### src/rtl/dram_gate_pkg.sv
package dram_gate_pkg;
  typedef enum logic [1:0] {
    CMD_RD  = 2'd0,
    CMD_WR  = 2'd1,
    CMD_REF = 2'd2,
    CMD_RSV = 2'd3
  } cmd_e;

  typedef enum logic [1:0] {
    STALL_NONE = 2'd0,
    STALL_RC   = 2'd1,
    STALL_TA   = 2'd2,
    STALL_WTR  = 2'd3
  } stall_e;

  localparam int unsigned CNT_W = 4;
endpackage

### src/rtl/gate_down_cnt.sv
module gate_down_cnt #(
  parameter int unsigned W = 4
) (
  input  logic         clk_i,
  input  logic         rst_ni,
  input  logic         load_i,
  input  logic [W-1:0] load_val_i,
  output logic         busy_o
);
  logic [W-1:0] cnt_q;

  always_ff @(posedge clk_i or negedge rst_ni) begin
    if (!rst_ni)          cnt_q <= '0;
    else if (load_i)      cnt_q <= load_val_i;
    else if (cnt_q != '0) cnt_q <= cnt_q - 1'b1;
  end

  assign busy_o = (cnt_q != '0);
endmodule

### src/rtl/dram_bank_timers.sv
module dram_bank_timers #(
  parameter int unsigned NUM_BANKS = 16,
  parameter int unsigned T_RC      = 4,
  localparam int unsigned BANK_W   = $clog2(NUM_BANKS)
) (
  input  logic                 clk_i,
  input  logic                 rst_ni,
  input  logic                 issue_i,
  input  logic [BANK_W-1:0]    issue_bank_i,
  output logic [NUM_BANKS-1:0] busy_o
);
  import dram_gate_pkg::*;
  localparam logic [CNT_W-1:0] RC_LOAD = CNT_W'(T_RC - 1);

  for (genvar g = 0; g < NUM_BANKS; g++) begin : g_bank
    gate_down_cnt #(.W(CNT_W)) u_rc (
      .clk_i      (clk_i),
      .rst_ni     (rst_ni),
      .load_i     (issue_i && (issue_bank_i == BANK_W'(g))),
      .load_val_i (RC_LOAD),
      .busy_o     (busy_o[g])
    );
  end
endmodule

### src/rtl/dram_turn_trk.sv
module dram_turn_trk #(
  parameter int unsigned T_TA = 1
) (
  input  logic clk_i,
  input  logic rst_ni,
  input  logic issue_data_i,
  input  logic issue_wr_i,
  output logic busy_o,
  output logic last_wr_o
);
  import dram_gate_pkg::*;
  localparam logic [CNT_W-1:0] TA_LOAD = CNT_W'(T_TA);

  always_ff @(posedge clk_i or negedge rst_ni) begin
    if (!rst_ni)           last_wr_o <= 1'b0;
    else if (issue_data_i) last_wr_o <= issue_wr_i;
  end

  gate_down_cnt #(.W(CNT_W)) u_ta (
    .clk_i      (clk_i),
    .rst_ni     (rst_ni),
    .load_i     (issue_data_i),
    .load_val_i (TA_LOAD),
    .busy_o     (busy_o)
  );
endmodule

### src/rtl/dram_wtr_trk.sv
module dram_wtr_trk #(
  parameter int unsigned BANK_W = 4,
  parameter int unsigned ADDR_W = 16,
  parameter int unsigned T_WTR  = 6
) (
  input  logic              clk_i,
  input  logic              rst_ni,
  input  logic              issue_wr_i,
  input  logic [BANK_W-1:0] bank_i,
  input  logic [ADDR_W-1:0] addr_i,
  output logic              hit_o
);
  import dram_gate_pkg::*;
  localparam logic [CNT_W-1:0] WTR_LOAD = CNT_W'(T_WTR - 1);

  logic [BANK_W-1:0] rec_bank_q;
  logic [ADDR_W-1:0] rec_addr_q;
  logic              pend;

  always_ff @(posedge clk_i or negedge rst_ni) begin
    if (!rst_ni) begin
      rec_bank_q <= '0;
      rec_addr_q <= '0;
    end else if (issue_wr_i) begin
      rec_bank_q <= bank_i;
      rec_addr_q <= addr_i;
    end
  end

  gate_down_cnt #(.W(CNT_W)) u_wtr (
    .clk_i      (clk_i),
    .rst_ni     (rst_ni),
    .load_i     (issue_wr_i),
    .load_val_i (WTR_LOAD),
    .busy_o     (pend)
  );

  assign hit_o = pend && (bank_i == rec_bank_q) && (addr_i == rec_addr_q);
endmodule

### src/rtl/dram_cmd_gate.sv
module dram_cmd_gate
  import dram_gate_pkg::*;
#(
  parameter int unsigned NUM_BANKS = 16,
  parameter int unsigned ADDR_W    = 16,
  parameter int unsigned T_RC      = 4,
  parameter int unsigned T_WTR     = 6,
  parameter int unsigned T_TA      = 1,
  localparam int unsigned BANK_W   = $clog2(NUM_BANKS)
) (
  input  logic              clk_i,
  input  logic              rst_ni,
  input  logic              cmd_valid_i,
  input  logic [1:0]        cmd_type_i,
  input  logic [BANK_W-1:0] cmd_bank_i,
  input  logic [ADDR_W-1:0] cmd_addr_i,
  output logic              cmd_ready_o,
  output logic [1:0]        stall_code_o
);
  logic [NUM_BANKS-1:0] bank_busy;
  logic ta_busy, last_wr, wtr_hit;
  logic is_rd, is_wr, is_data, grant;
  logic rc_blk, ta_blk, wtr_blk;
  stall_e code;

  assign is_rd   = (cmd_type_i == CMD_RD);
  assign is_wr   = (cmd_type_i == CMD_WR);
  assign is_data = is_rd || is_wr;

  dram_bank_timers #(.NUM_BANKS(NUM_BANKS), .T_RC(T_RC)) u_banks (
    .clk_i        (clk_i),
    .rst_ni       (rst_ni),
    .issue_i      (grant),
    .issue_bank_i (cmd_bank_i),
    .busy_o       (bank_busy)
  );

  dram_turn_trk #(.T_TA(T_TA)) u_turn (
    .clk_i        (clk_i),
    .rst_ni       (rst_ni),
    .issue_data_i (grant && is_data),
    .issue_wr_i   (is_wr),
    .busy_o       (ta_busy),
    .last_wr_o    (last_wr)
  );

  dram_wtr_trk #(.BANK_W(BANK_W), .ADDR_W(ADDR_W), .T_WTR(T_WTR)) u_wtr (
    .clk_i      (clk_i),
    .rst_ni     (rst_ni),
    .issue_wr_i (grant && is_wr),
    .bank_i     (cmd_bank_i),
    .addr_i     (cmd_addr_i),
    .hit_o      (wtr_hit)
  );

  assign rc_blk  = bank_busy[cmd_bank_i];
  assign ta_blk  = is_data && ta_busy && (is_wr != last_wr);
  assign wtr_blk = is_rd && wtr_hit;

  // priority: write-to-read, then row cycle, then turnaround
  always_comb begin
    if (wtr_blk)     code = STALL_WTR;
    else if (rc_blk) code = STALL_RC;
    else if (ta_blk) code = STALL_TA;
    else             code = STALL_NONE;
  end

  assign cmd_ready_o  = (code == STALL_NONE);
  assign stall_code_o = cmd_valid_i ? code : STALL_NONE;
  assign grant        = cmd_valid_i && cmd_ready_o;

  if (T_RC > 1) begin : g_a_rc
    p_rc_gap_r2: assert property (@(posedge clk_i) disable iff (!rst_ni)
      grant |=> !(grant && (cmd_bank_i == $past(cmd_bank_i))));
  end

  if (T_TA >= 1) begin : g_a_ta
    p_turn_gap_r4: assert property (@(posedge clk_i) disable iff (!rst_ni)
      (grant && is_data) |=> !(grant && is_data && (is_wr != $past(is_wr))));
  end

  if (T_WTR > 1) begin : g_a_wtr
    p_wtr_gap_r5: assert property (@(posedge clk_i) disable iff (!rst_ni)
      (grant && is_wr) |=> !(grant && is_rd && (cmd_bank_i == $past(cmd_bank_i))
                             && (cmd_addr_i == $past(cmd_addr_i))));
  end

  p_ref_keeps_dir_r10: assert property (@(posedge clk_i) disable iff (!rst_ni)
    (grant && !is_data) |=> $stable(last_wr));

  p_idle_no_code_r9: assert property (@(posedge clk_i) disable iff (!rst_ni)
    !cmd_valid_i |-> (stall_code_o == STALL_NONE));
endmodule

### config.mk
export PLATFORM = sky130hd
export DESIGN_NAME = dram_cmd_gate
export DESIGN_NICKNAME = d
export VERILOG_FILES = /design/src/rtl/dram_gate_pkg.sv /design/src/rtl/gate_down_cnt.sv /design/src/rtl/dram_bank_timers.sv /design/src/rtl/dram_turn_trk.sv /design/src/rtl/dram_wtr_trk.sv /design/src/rtl/dram_cmd_gate.sv
export SDC_FILE = /design/constraint.sdc
export NUM_CORES = 1
export LEC_CHECK = 0
export ABC_CLOCK_PERIOD_IN_PS = 3750
export BUFFER_PORTS_ARGS = -buffer_cell sky130_fd_sc_hd__buf_2
export CORE_UTILIZATION = 56
export DETAILED_ROUTE_END_ITERATION = 16
export PLACE_DENSITY = 0.74
export SETUP_SLACK_MARGIN = 0.5
export SYNTH_ARGS = -nofsm -noshare
export SYNTH_HDL_FRONTEND = slang
export SYNTH_SLANG_ARGS = --single-unit
### constraint.sdc
create_clock -name clk_i -period 3.75 [get_ports clk_i]
set_input_delay 0.75 -clock clk_i [delete_from_list [all_inputs] [get_ports clk_i]]
set_output_delay 0.75 -clock clk_i [all_outputs]
set_load 0.02 [all_outputs]
==> qor.yml, run 1 <==
floorplanning:
  core_mm2: 0.00881
  die_area_mm2: 0.00958
  rows: 34
  die_x_um: 97.9
  io-pin-count: 28
  start_util_pct: 58.5
  die_h_um: 97.9
cts:
  clk_pin_slew_worst_paths_ns: 0.09
  clk_path_buf_depth: 2
  cts-htree-levels: 3
  cts_buffers: 9
  cts.sinks: 93
  cts_tree: "built"
  cts-root-buf: "clkbuf_8"
  clk_latency_ns: 0.37
  cts_hold_buf: 0
worst_setup_path:
  slowest_delay_ns: 0.45
  cpMostUsedCell: "buf_4"
  path_cells: "inv_1 -> ha_1 -> nor3b_1 -> buf_4 -> mux4_2 -> nand2b_1 -> nand4_4 -> nand2_2 -> and2_1 -> buf_4"
  critPathCaptureType: "output pin"
  cp_max_fo: 4
  crit_arrival_ns: 2.37
  cp.required_ns: 3.00
  crit_slowest_cell: "mux4_2"
  critPathKind: "reg -> out"
  worstSetupStartpointType: "register"
drt:
  vias: 3306
  wl_per_cell_um: 15.5
  wl_um: 9160
  drc: 0
  vias_per_cell: 5.60
  firstDrtPassIters: 5
  ant_nets: 0
  first_iter_violations: 176
cells_and_area:
  post-route-util_pct: 64.9
  num_antenna_cells: 0
  drive_gt1_share_pct: 22.8
  num-nets-final: 537
  syn2layout_area_growth_pct: 11.1
  layoutNonFillerInstCount: 590
synthesis:
  seq_area_frac_synth_pct: 45.2
  synth.largest_area_cell: "dfrtp_1"
  syn_avg_cell_area_um2: 11.5
  yosysWarningCount: 0
  synth_seq_cells: 93
  netlist_area_mm2: 0.00515
  syn-num-nets: 506
  synth_cells: 446
  synth_area_leaders: "dfrtp_1, xnor2_1, ha_1"
  yosysUniqueCellTypes: 39
  yosysTopAreaCellShare_pct: 45.2
timing:
  finalHoldViolCount: 0
  period_share_pct: 83.3
  timing.hold.ws_ns: 0.414
  layout_min_cycle_time_ns: 3.12
  setup_violations: 0
  max_freq_mhz: 320
  clock_skew_ns: 0.0133
  fin_tns_setup_ns: 0
  rsz0062_at_grt: "no"
  tightest_slew_ns: 0.663
  slew_violations: 0
  max_slew_margin_pct: 55.8
global_routing:
  grt_max_degree: 53
  grt_pass1_wl_um: 15400
  grt.total_usage_pct: 20.3
  grt_overflow: 0
  first_global_vias: 3303
  antenna_found_initial: 0
job:
  drv_cap: 0
power_and_ir_drop:
  power_density_mw_per_mm2: 874
  p_total_mw: 5.00
  p_leak_nw: 2.63
  vdd.ir_drop.worst_v: 0.000396
status:
  status: "finished clean"
place:
  portBuffers: 27
  routabilityCongestion: 0.744
  dp_hpwl_um: 6410
  dp.cells: 571
min_path:
  hold_path.class: "in -> async"
-- cells in the mapped netlist, drive strengths merged --
cell / count
dfrtp: 93
xnor2: 55
inv: 38
ha: 35
mux2: 33
o41ai: 30
nor2: 24
nor3: 20
or3: 19
nor3b: 18
a21o: 16
buf: 13
nand2b: 10
a21oi: 5
nand4: 5
clkbuf: 4
mux4: 4
nand2: 4
nand3: 3
and3: 2
nor4: 2
o21ai: 2
or2: 2
a211o: 1
a211oi: 1
a21boi: 1
and2: 1
mux2i: 1
nor2b: 1
o21bai: 1
or3b: 1
xor2: 1
-- metal layers --
metal	GRT usage (%)	wire length, um	vias to the layer above
met5	0	0	-
met4	6.53	79	0
met3	3.87	319	9
met2	33.4	4450	38
met1	27.2	4310	1629
li1	-	-	1630
-- worst max-delay path, delay by kind of cell (launching register included) --
family,cells,cell delay (ns)
adder cells (fa/ha/maj),1,0.22
buffers and inverters,3,0.36
flip-flops,1,0.35
multiplexers,1,0.45
AND/OR/NAND/NOR,5,0.63
-- sequential cells by signal, summed over array words and instances, names as in the netlist --
| register | flops |
|---|---|
| u_wtr.u_wtr.cnt_q | 4 |
| u_wtr.rec_addr_q | 16 |
| u_turn.u_ta.cnt_q | 4 |
| u_wtr.rec_bank_q | 4 |
| u_banks.g_bank.u_rc.cnt_q | 64 |
| u_turn.last_wr_o | 1 |
-- cell usage in the layout, fill, tap and decap left out, types with 4 or more instances in the layout --
master and instances:
a21o_1 16, a21oi_1 5, buf_2 25, buf_4 12, clkbuf_8 9, clkinv_4 4
dfrtp_1 93, ha_1 35, inv_1 38, mux2_2 18, mux2_4 15, mux4_2 4
nand2b_1 10, nand4_1 4, nor2_1 24, nor3_1 20, nor3b_2 7, nor3b_4 8
o41ai_1 30, or3_1 19, xnor2_1 55
-- what timing repair did --
action / CTS / global route
setup endpoints to repair: 2 / 3
buffers inserted: 0 / 3
resized for setup: 5 / 11
-- metrics by stage --
step	worst slack (ns)	instance area [um^2]
finish	0.627	5720
global route	0.485	5720
CTS	0.520	5630
detailed placement	0.780	5380
global placement	0.803	5380
floorplan	0.826	5150
-- worst paths after layout --
| kind | from | to | slack [ns] | cells after the start |
|---|---|---|---|---|
| worst min register to register | u_banks.g_bank[8].u_rc.cnt_q[3] | u_banks.g_bank[8].u_rc.cnt_q[3] | 0.52 | 1 |
| max in group asynchronous | rst_ni | u_banks.g_bank[2].u_rc.cnt_q[1] | 2.59 | 2 |
| worst max register to register | u_banks.g_bank[12].u_rc.cnt_q[0] | u_wtr.rec_addr_q[0] | 1.16 | 9 |
| min in group clk_i | u_banks.g_bank[8].u_rc.cnt_q[3] | u_banks.g_bank[8].u_rc.cnt_q[3] | 0.52 | 1 |
| worst min-delay path | rst_ni | u_banks.g_bank[1].u_rc.cnt_q[3] | 0.41 | 1 |
| worst max-delay path | u_banks.g_bank[6].u_rc.cnt_q[0] | stall_code_o[0] | 0.63 | 10 |
-- where the power goes --
group	internal, mW	switching, mW	leakage (nW)
logic	1.26	1.05	1.38
registers	1.53	0.398	1.14
clock network	0.379	0.376	0.113
-- area by class of cell --
| class | count | area (um^2) |
|---|---|---|
| Fill cell | 680 | 3090 |
| Multi-Input combinational cell | 298 | 2680 |
| Sequential cell | 93 | 2330 |
| Timing Repair Buffer | 37 | 215 |
| Inverter | 38 | 143 |
| Tap cell | 108 | 135 |
| Clock buffer | 9 | 124 |
| Clock inverter | 7 | 100 |
-- cells by family after synthesis --
kind of cell	count (synthesis)	share of synthesized area, %
AOI/OAI and AO/OA	57	8.72
and+or+nand+nor	112	13.2
buffers and inverters	55	4.59
adders and majority gates	35	8.50
xor gates and xnor gates	56	9.52
muxes	38	10.3
DFF	93	45.2
(Power assumes the default switching activity.)
==> run 2: changes to the inputs <==
- ABC_AREA: default -> 1
- ABC_CLOCK_PERIOD_IN_PS: 3750 -> 3100
- clock period: 3.75 -> 3.1 ns (I/O delays scaled with it)
==> qor.yml, run 2 <==
status:
  status: "finished clean"
synthesis:
  synth.largest_area_cell: "dfrtp_1"
  synth_edf_count: 0  # unchanged
  yosysWarningCount: 0  # unchanged
  syn_avg_cell_area_um2: 8.15  # -29%
  yosysMostFrequentCell: "nand2_1"
  synth-main-ff-cell: "dfrtp_1"
  async_flop_share_pct: 100  # unchanged
  synth_seq_cells: 93  # unchanged
  yosysTopAreaCellShare_pct: 43.4  # -1.8 points
  netlist_area_mm2: 0.00536  # +4.0%
  synth_cells: 657  # +47%
  synth_common_cells: "nand2_1, inv_1, dfrtp_1, nor2_1, ha_1"
  synth_area_leaders: "dfrtp_1, nand2_1, ha_1"
  seq_area_frac_synth_pct: 43.4  # -1.8 points
  yosysUniqueCellTypes: 27  # -31%
  syn-num-nets: 717  # +42%
floorplanning:
  die_h_um: 99.8  # +2.0%
  die_x_um: 99.8  # +2.0%
  io-pin-count: 28  # unchanged
  core_mm2: 0.00924  # +4.9%
  rows: 35  # +2.9%
  start_util_pct: 58.0  # -0.50 points
  die_area_mm2: 0.00996  # +4.0%
cells_and_area:
  design_area_mm2: 0.00648  # +13%
  num_antenna_cells: 0  # unchanged
  num-nets-final: 801  # +49%
  syn2layout_area_growth_pct: 20.9
  reg_top3: "u_banks.g_bank.u_rc.cnt_q: 64 flops, u_wtr.rec_addr_q: 16 flops"
  multi_input_area_mm2: 0.00286  # +6.7%
  final_common_cell: "nand2_1"
  largest_register: "u_banks.g_bank.u_rc.cnt_q"
  final_cell_mix: "nand2_1, dfrtp_1, nor2_1, inv_1, buf_4"
  fillers: 718  # +5.6%
  largest_register_ffs: 64  # unchanged
  drive_gt1_share_pct: 26.1  # +3.3 points
  post-route-util_pct: 70.1  # +5.2 points
  seqCellArea_mm2: 0.00233  # unchanged
drt:
  firstDrtPassIters: 5  # unchanged
  first_iter_violations: 173  # -1.7%
  wl_um: 11300  # +23%
  ant_nets: 0  # unchanged
  vias: 4367  # +32%
  drc: 0  # unchanged
  wl_per_cell_um: 12.9  # -17%
  vias_per_cell: 4.99  # -11%
cts:
  clk_pin_slew_worst_paths_ns: 0.10  # about the same
  clk_latency_ns: 0.37  # about the same
  cts-root-buf: "clkbuf_8"
  cts_hold_buf: 0  # unchanged
  clk_path_buf_depth: 2  # unchanged
  cts.sinks: 93  # unchanged
  cts_buffers: 9  # unchanged
  cts-htree-levels: 3  # unchanged
  cts_tree: "built"
global_routing:
  grt_max_degree: 56  # +5.7%
  grt_overflow: 0  # unchanged
  grt_pass1_wl_um: 17700  # +15%
  first_global_vias: 4035  # +22%
  antenna_found_initial: 0  # unchanged
  grt.total_usage_pct: 22.5  # +2.1 points
place:
  routabilityCongestion: 0.797  # +7.1%
  dp_hpwl_um: 7050  # +10%
  portBuffers: 27  # unchanged
  dpl_cell_area_mm2: 0.00561  # +4.3%
worst_setup_path:
  r2r-start: "u_banks.g_bank[15].u_rc.cnt_q[0]"
  cp.required_ns: 2.48  # -0.52 ns
  critPathCaptureType: "output pin"
  cp_max_fo: 4  # unchanged
  worstSetupStartpointType: "register"
  rr_worst_depth: 13  # +4
  crit_arrival_ns: 1.96  # -0.41 ns
  critPathKind: "reg -> out"
  r2r-end: "u_banks.g_bank[5].u_rc.cnt_q[0]"
  reg2reg_slack_ns: 0.84  # -0.32 ns
timing:
  layout_min_cycle_time_ns: 2.58
  fin_tns_setup_ns: 0  # unchanged
  slew_violations: 0  # unchanged
  tightest_slew_ns: 0.705  # +0.0423 ns
  max_freq_mhz: 387
  max_slew_margin_pct: 53.0  # -2.8 points
  clock_skew_ns: 0.0168  # +0.00352 ns
  period_share_pct: 83.4
  rsz0062_at_grt: "yes"
  finalHoldViolCount: 0  # unchanged
  setup_violations: 0  # unchanged
min_path:
  hold_path.class: "in -> async"
power_and_ir_drop:
  p_leak_nw: 3.55  # +35%
  vdd.ir_drop.worst_v: 0.000510  # +29%
  power_density_mw_per_mm2: 1010  # +15%
  p_total_mw: 6.53  # +31%
job:
  drv_cap: 0  # unchanged
## run 2: cell count changes after synthesis, moves of 16 or more
cell     delta
nand2_1   +168
nor2_1     +69
inv_1      +59
o41ai_1    -30
nand4_1    +26
o21ai_0    +23
xnor2_1    -21
or3_1      -19
mux2_2     -18
xor2_1     +18
a21o_1     -16
## run 2: per-stage QoR
step | cells | hold slack (ns) | setup WS [ns]
floorplan | 657 | 0.324 | 0.849
detailed placement | 806 | 0.458 | 0.583
global placement | 806 | 0.454 | 0.625
CTS | 828 | 0.324 | 0.481
global route | 875 | 0.347 | 0.375
finish | 875 | 0.299 | 0.516
## run 2: layout make-up
type | count | area share (%)
multi-input cells | 455 | 44.1
repair buffers | 84 | 9.10
clock inverters | 5 | 0.541
well taps | 129 | 2.49
inverters | 98 | 5.68
flip-flops and latches | 93 | 35.9
clock buffers | 11 | 2.18
## run 2: layer usage
metal / wire (um) / part of all wire, % / track usage (%) / vias up
met1: 5000 / 44 / 29.0 / 2088
li1: - / - / - / 2203
met3: 369 / 3.3 / 3.76 / 13
met2: 5770 / 51 / 37.9 / 63
met4: 149 / 1.3 / 8.94 / 0
met5: 0 / 0 / 0 / -
## run 2: worst max-delay path by stage
stage	from	to	slack (ns)	cells after the start
finish	u_banks.g_bank[15].u_rc.cnt_q[0]	stall_code_o[1]	0.52	11
global route	u_banks.g_bank[15].u_rc.cnt_q[2]	stall_code_o[1]	0.37	10
CTS	u_banks.g_bank[12].u_rc.cnt_q[0]	stall_code_o[0]	0.48	12
detailed placement	cmd_bank_i[0]	stall_code_o[0]	0.58	12
global placement	cmd_bank_i[0]	stall_code_o[0]	0.62	12
floorplan	cmd_bank_i[0]	cmd_ready_o	0.85	10
## run 2: power by group
part	internal [mW]	total [mW]	switching (mW)
Sequential	1.86	2.36	0.506
Combinational	1.63	3.41	1.77
Clock	0.316	0.763	0.447
Total	3.80	6.53	2.73
## run 2: what timing repair did
item / in CTS / in global routing
buffers inserted: 6 / 47
pin swaps: 2 / 22
gates resized for setup: 25 / 79
endpoints found under the setup margin: 3 / 3
## run 2: cells by family (layout without fill, tap and decap cells)
group / count (synthesis) / after routing / synth area share [%]
AOI/OAI and AO/OA: 29 / 29 / 2.76
buffers and inverters: 109 / 198 / 8.52
adders and majority gates: 35 / 35 / 8.17
and+or+nand+nor: 337 / 337 / 28.3
muxes: 1 / 1 / 0.187
xor gates and xnor gates: 53 / 53 / 8.66
DFF: 93 / 93 / 43.4
## run 2: worst max-delay path: stages (launching register included)
cell	delay (ns)
dfrtp_1	0.42
inv_2	0.09
ha_4	0.13
nand2_2	0.07
nand2_1	0.08
nand2_1	0.05
nor2_1	0.10
nor2_1	0.06
nor2_2	0.18
nand3_2	0.10
a21oi_2	0.18
buf_6	0.13
==> run 3: changes to the inputs <==
- ABC_AREA: 1 -> 0
- ABC_CLOCK_PERIOD_IN_PS: 3100 -> 2200
- CORE_UTILIZATION: 56 -> 55
- PLACE_DENSITY: 0.74 -> 0.76
- clock period: 3.1 -> 2.2 ns (I/O delays scaled with it)
==> qor.yml, run 3 (synthesis results as in run 1) <==
status:
  status: "complete, but fails checks"
  violations: "setup timing"
power_and_ir_drop:
  power_frac_seq_pct: 30.7  # -5.5 points
  p_int_mw: 6.87  # +81%
  p_comb_share_pct: 59.2  # +7.1 points
  vdd.ir_drop.worst_v: 0.000867  # +70%
  switching_share_pct: 38.4  # -3.4 points
  p_sw_mw: 4.27  # +57%
  p_leak_nw: 3.32  # -6.3%
  p_total_mw: 11.1  # +71%
  power_density_mw_per_mm2: 1560  # +55%
  pwr-share-clk_pct: 10.2  # -1.5 points
cts:
  cts.sinks: 93  # unchanged
  clk_latency_ns: 0.38  # about the same
  clk_pin_slew_worst_paths_ns: 0.10  # about the same
  clk_path_buf_depth: 2  # unchanged
  cts_tree: "built"
  cts-htree-levels: 3  # unchanged
  cts-root-buf: "clkbuf_8"
  cts_buffers: 9  # unchanged
global_routing:
  grt.total_usage_pct: 26.5  # +4.0 points
  first_global_vias: 4068  # +0.82%
  grt_overflow: 0  # unchanged
  grt_pass1_wl_um: 19800  # +12%
  antenna_found_initial: 1  # +1
  grt_max_degree: 35  # -38%
worst_setup_path:
  critPathTopFamily: "simple AND/OR/NAND/NOR gates"
  crit_buf_inv: 2  # unchanged
  worstSetupStartpointType: "register"
  reg2reg_slack_ns: -0.41  # -1.25 ns
  critPathCaptureType: "output pin"
  r2r-end: "u_wtr.u_wtr.cnt_q[2]"
  critPathKind: "reg -> out"
  cp.required_ns: 1.76  # -0.72 ns
  crit_slowest_cell: "mux4_2"
  slowest_delay_ns: 0.49  # +0.07 ns
  path_cells: "inv_2 -> ha_2 -> nor3b_4 -> mux4_2 -> nand2b_4 -> nand4_4 -> nand2_4 -> and2_4 -> buf_6"
  rr_worst_depth: 12  # -1
  r2r-start: "u_banks.g_bank[9].u_rc.cnt_q[0]"
  crit_arrival_ns: 2.25  # +0.29 ns
  crit_path_start: "u_banks.g_bank[9].u_rc.cnt_q[0]"
  cp_max_fo: 3  # -1
timing:
  clock_skew_ns: 0.0139  # -0.00294 ns
  worst_slack_ns: -0.494  # -1.01 ns
  slew_violations: 0  # unchanged
  max_freq_mhz: 371
  finalHoldViolCount: 0  # unchanged
  rsz0062_at_grt: "yes"
  period_share_pct: 122
  setup_violations: 64  # +64
  max_slew_margin_pct: 40.0  # -13 points
  layout_min_cycle_time_ns: 2.69
  tightest_slew_ns: 0.899  # +0.194 ns
floorplanning:
  io-pin-count: 28  # unchanged
  start_util_pct: 57.9  # -0.060 points
  core_mm2: 0.00889  # -3.8%
  rows: 34  # -2.9%
  die_x_um: 98.8  # -1.0%
  die_area_mm2: 0.00975  # -2.1%
  die_h_um: 98.8  # -1.0%
cells_and_area:
  syn2layout_area_growth_pct: 38.3
  largest_register_ffs: 64  # unchanged
  final_cell_mix: "dfrtp_1, buf_4, xnor2_1, inv_2, buf_2"
  drive_gt1_share_pct: 48.8  # +23 points
  num-nets-final: 612  # -24%
  multi_input_area_mm2: 0.00344  # +21%
  seqCellArea_mm2: 0.00233  # unchanged
  reg_top3: "u_banks.g_bank.u_rc.cnt_q: 64 flops, u_wtr.rec_addr_q: 16 flops"
  design_area_mm2: 0.00712  # +9.9%
  fillers: 447  # -38%
  final_common_cell: "dfrtp_1"
  largest_register: "u_banks.g_bank.u_rc.cnt_q"
drt:
  drc: 0  # unchanged
  first_iter_violations: 182  # +5.2%
  ant_nets: 0  # unchanged
  vias: 3907  # -11%
  vias_per_cell: 5.87  # +18%
  wl_um: 12900  # +14%
  firstDrtPassIters: 4  # -1
  wl_per_cell_um: 19.3  # +50%
place:
  portBuffers: 27  # unchanged
  place_ws_ns: -0.123  # -0.706 ns
  routabilityCongestion: 0.799  # +0.28%
  dp_hpwl_um: 7550  # +7.0%
  dpl_cell_area_mm2: 0.00617  # +10%
job:
  drv_cap: 0  # unchanged
min_path:
  hold_path.class: "in -> async"
run 3: layout make-up:
class                      instances  area share (%)
antenna                            1          0.0351
inverter                          38            2.00
clock buffer                      10            1.93
sequential                        93            32.7
timing repair buffer             109            12.4
clock inverter                     6           0.720
tap                              108            1.90
multi-input combinational        301            48.4
run 3: power groups by stage:
| stage | Sequential (mW) | Clock [mW] | Combinational [mW] |
|---|---|---|---|
| 6_report | 3.42 | 1.14 | 6.59 |
| 3_3_place_gp | 3.34 | 0 | 4.72 |
| 3_5_place_dp | 3.39 | 0 | 5.00 |
| 2_1_floorplan | 3.25 | 0 | 3.56 |
| 5_1_grt | 3.50 | 1.21 | 7.16 |
| 4_1_cts | 3.36 | 1.14 | 5.87 |
run 3: stage by stage:
step	hold WS [ns]	instances	util (%)	TNS, ns
final	0.0243	666	80.1	-11.94
after global routing	0.0558	666	80.1	-15.16
after CTS	0.0373	661	76.9	-6.09
after detailed placement	0.440	633	69.4	-2.34
after global placement	0.440	633	69.4	-0.997
after floorplan	0.144	446	-	-0.559
run 3: what timing repair did:
item	4_1_cts	5_1_grt
hold buffers	0	0
pin swaps	2	31
setup endpoints to repair	64	64
cloned	5	1
buffers inserted	7	3
gates resized for setup	52	40
run 3: how the worst max path moves through the flow:
stage | slack (ns) | depth (start not counted) | end
4_1_cts | -0.45 | 9 | stall_code_o[1]
3_5_place_dp | -0.12 | 7 | u_wtr.u_wtr.cnt_q[2]
6_report | -0.49 | 9 | stall_code_o[0]
2_1_floorplan | -0.04 | 10 | u_wtr.rec_addr_q[10]
5_1_grt | -0.55 | 9 | stall_code_o[0]
3_3_place_gp | -0.1 | 7 | u_wtr.u_wtr.cnt_q[2]
run 3: per-layer routing:
layer | GRT usage (%) | part of all wire (%)
met5 | 0 | 0
met4 | 9.87 | 2.6
met3 | 5.04 | 3.8
met2 | 47.0 | 52
met1 | 31.9 | 41
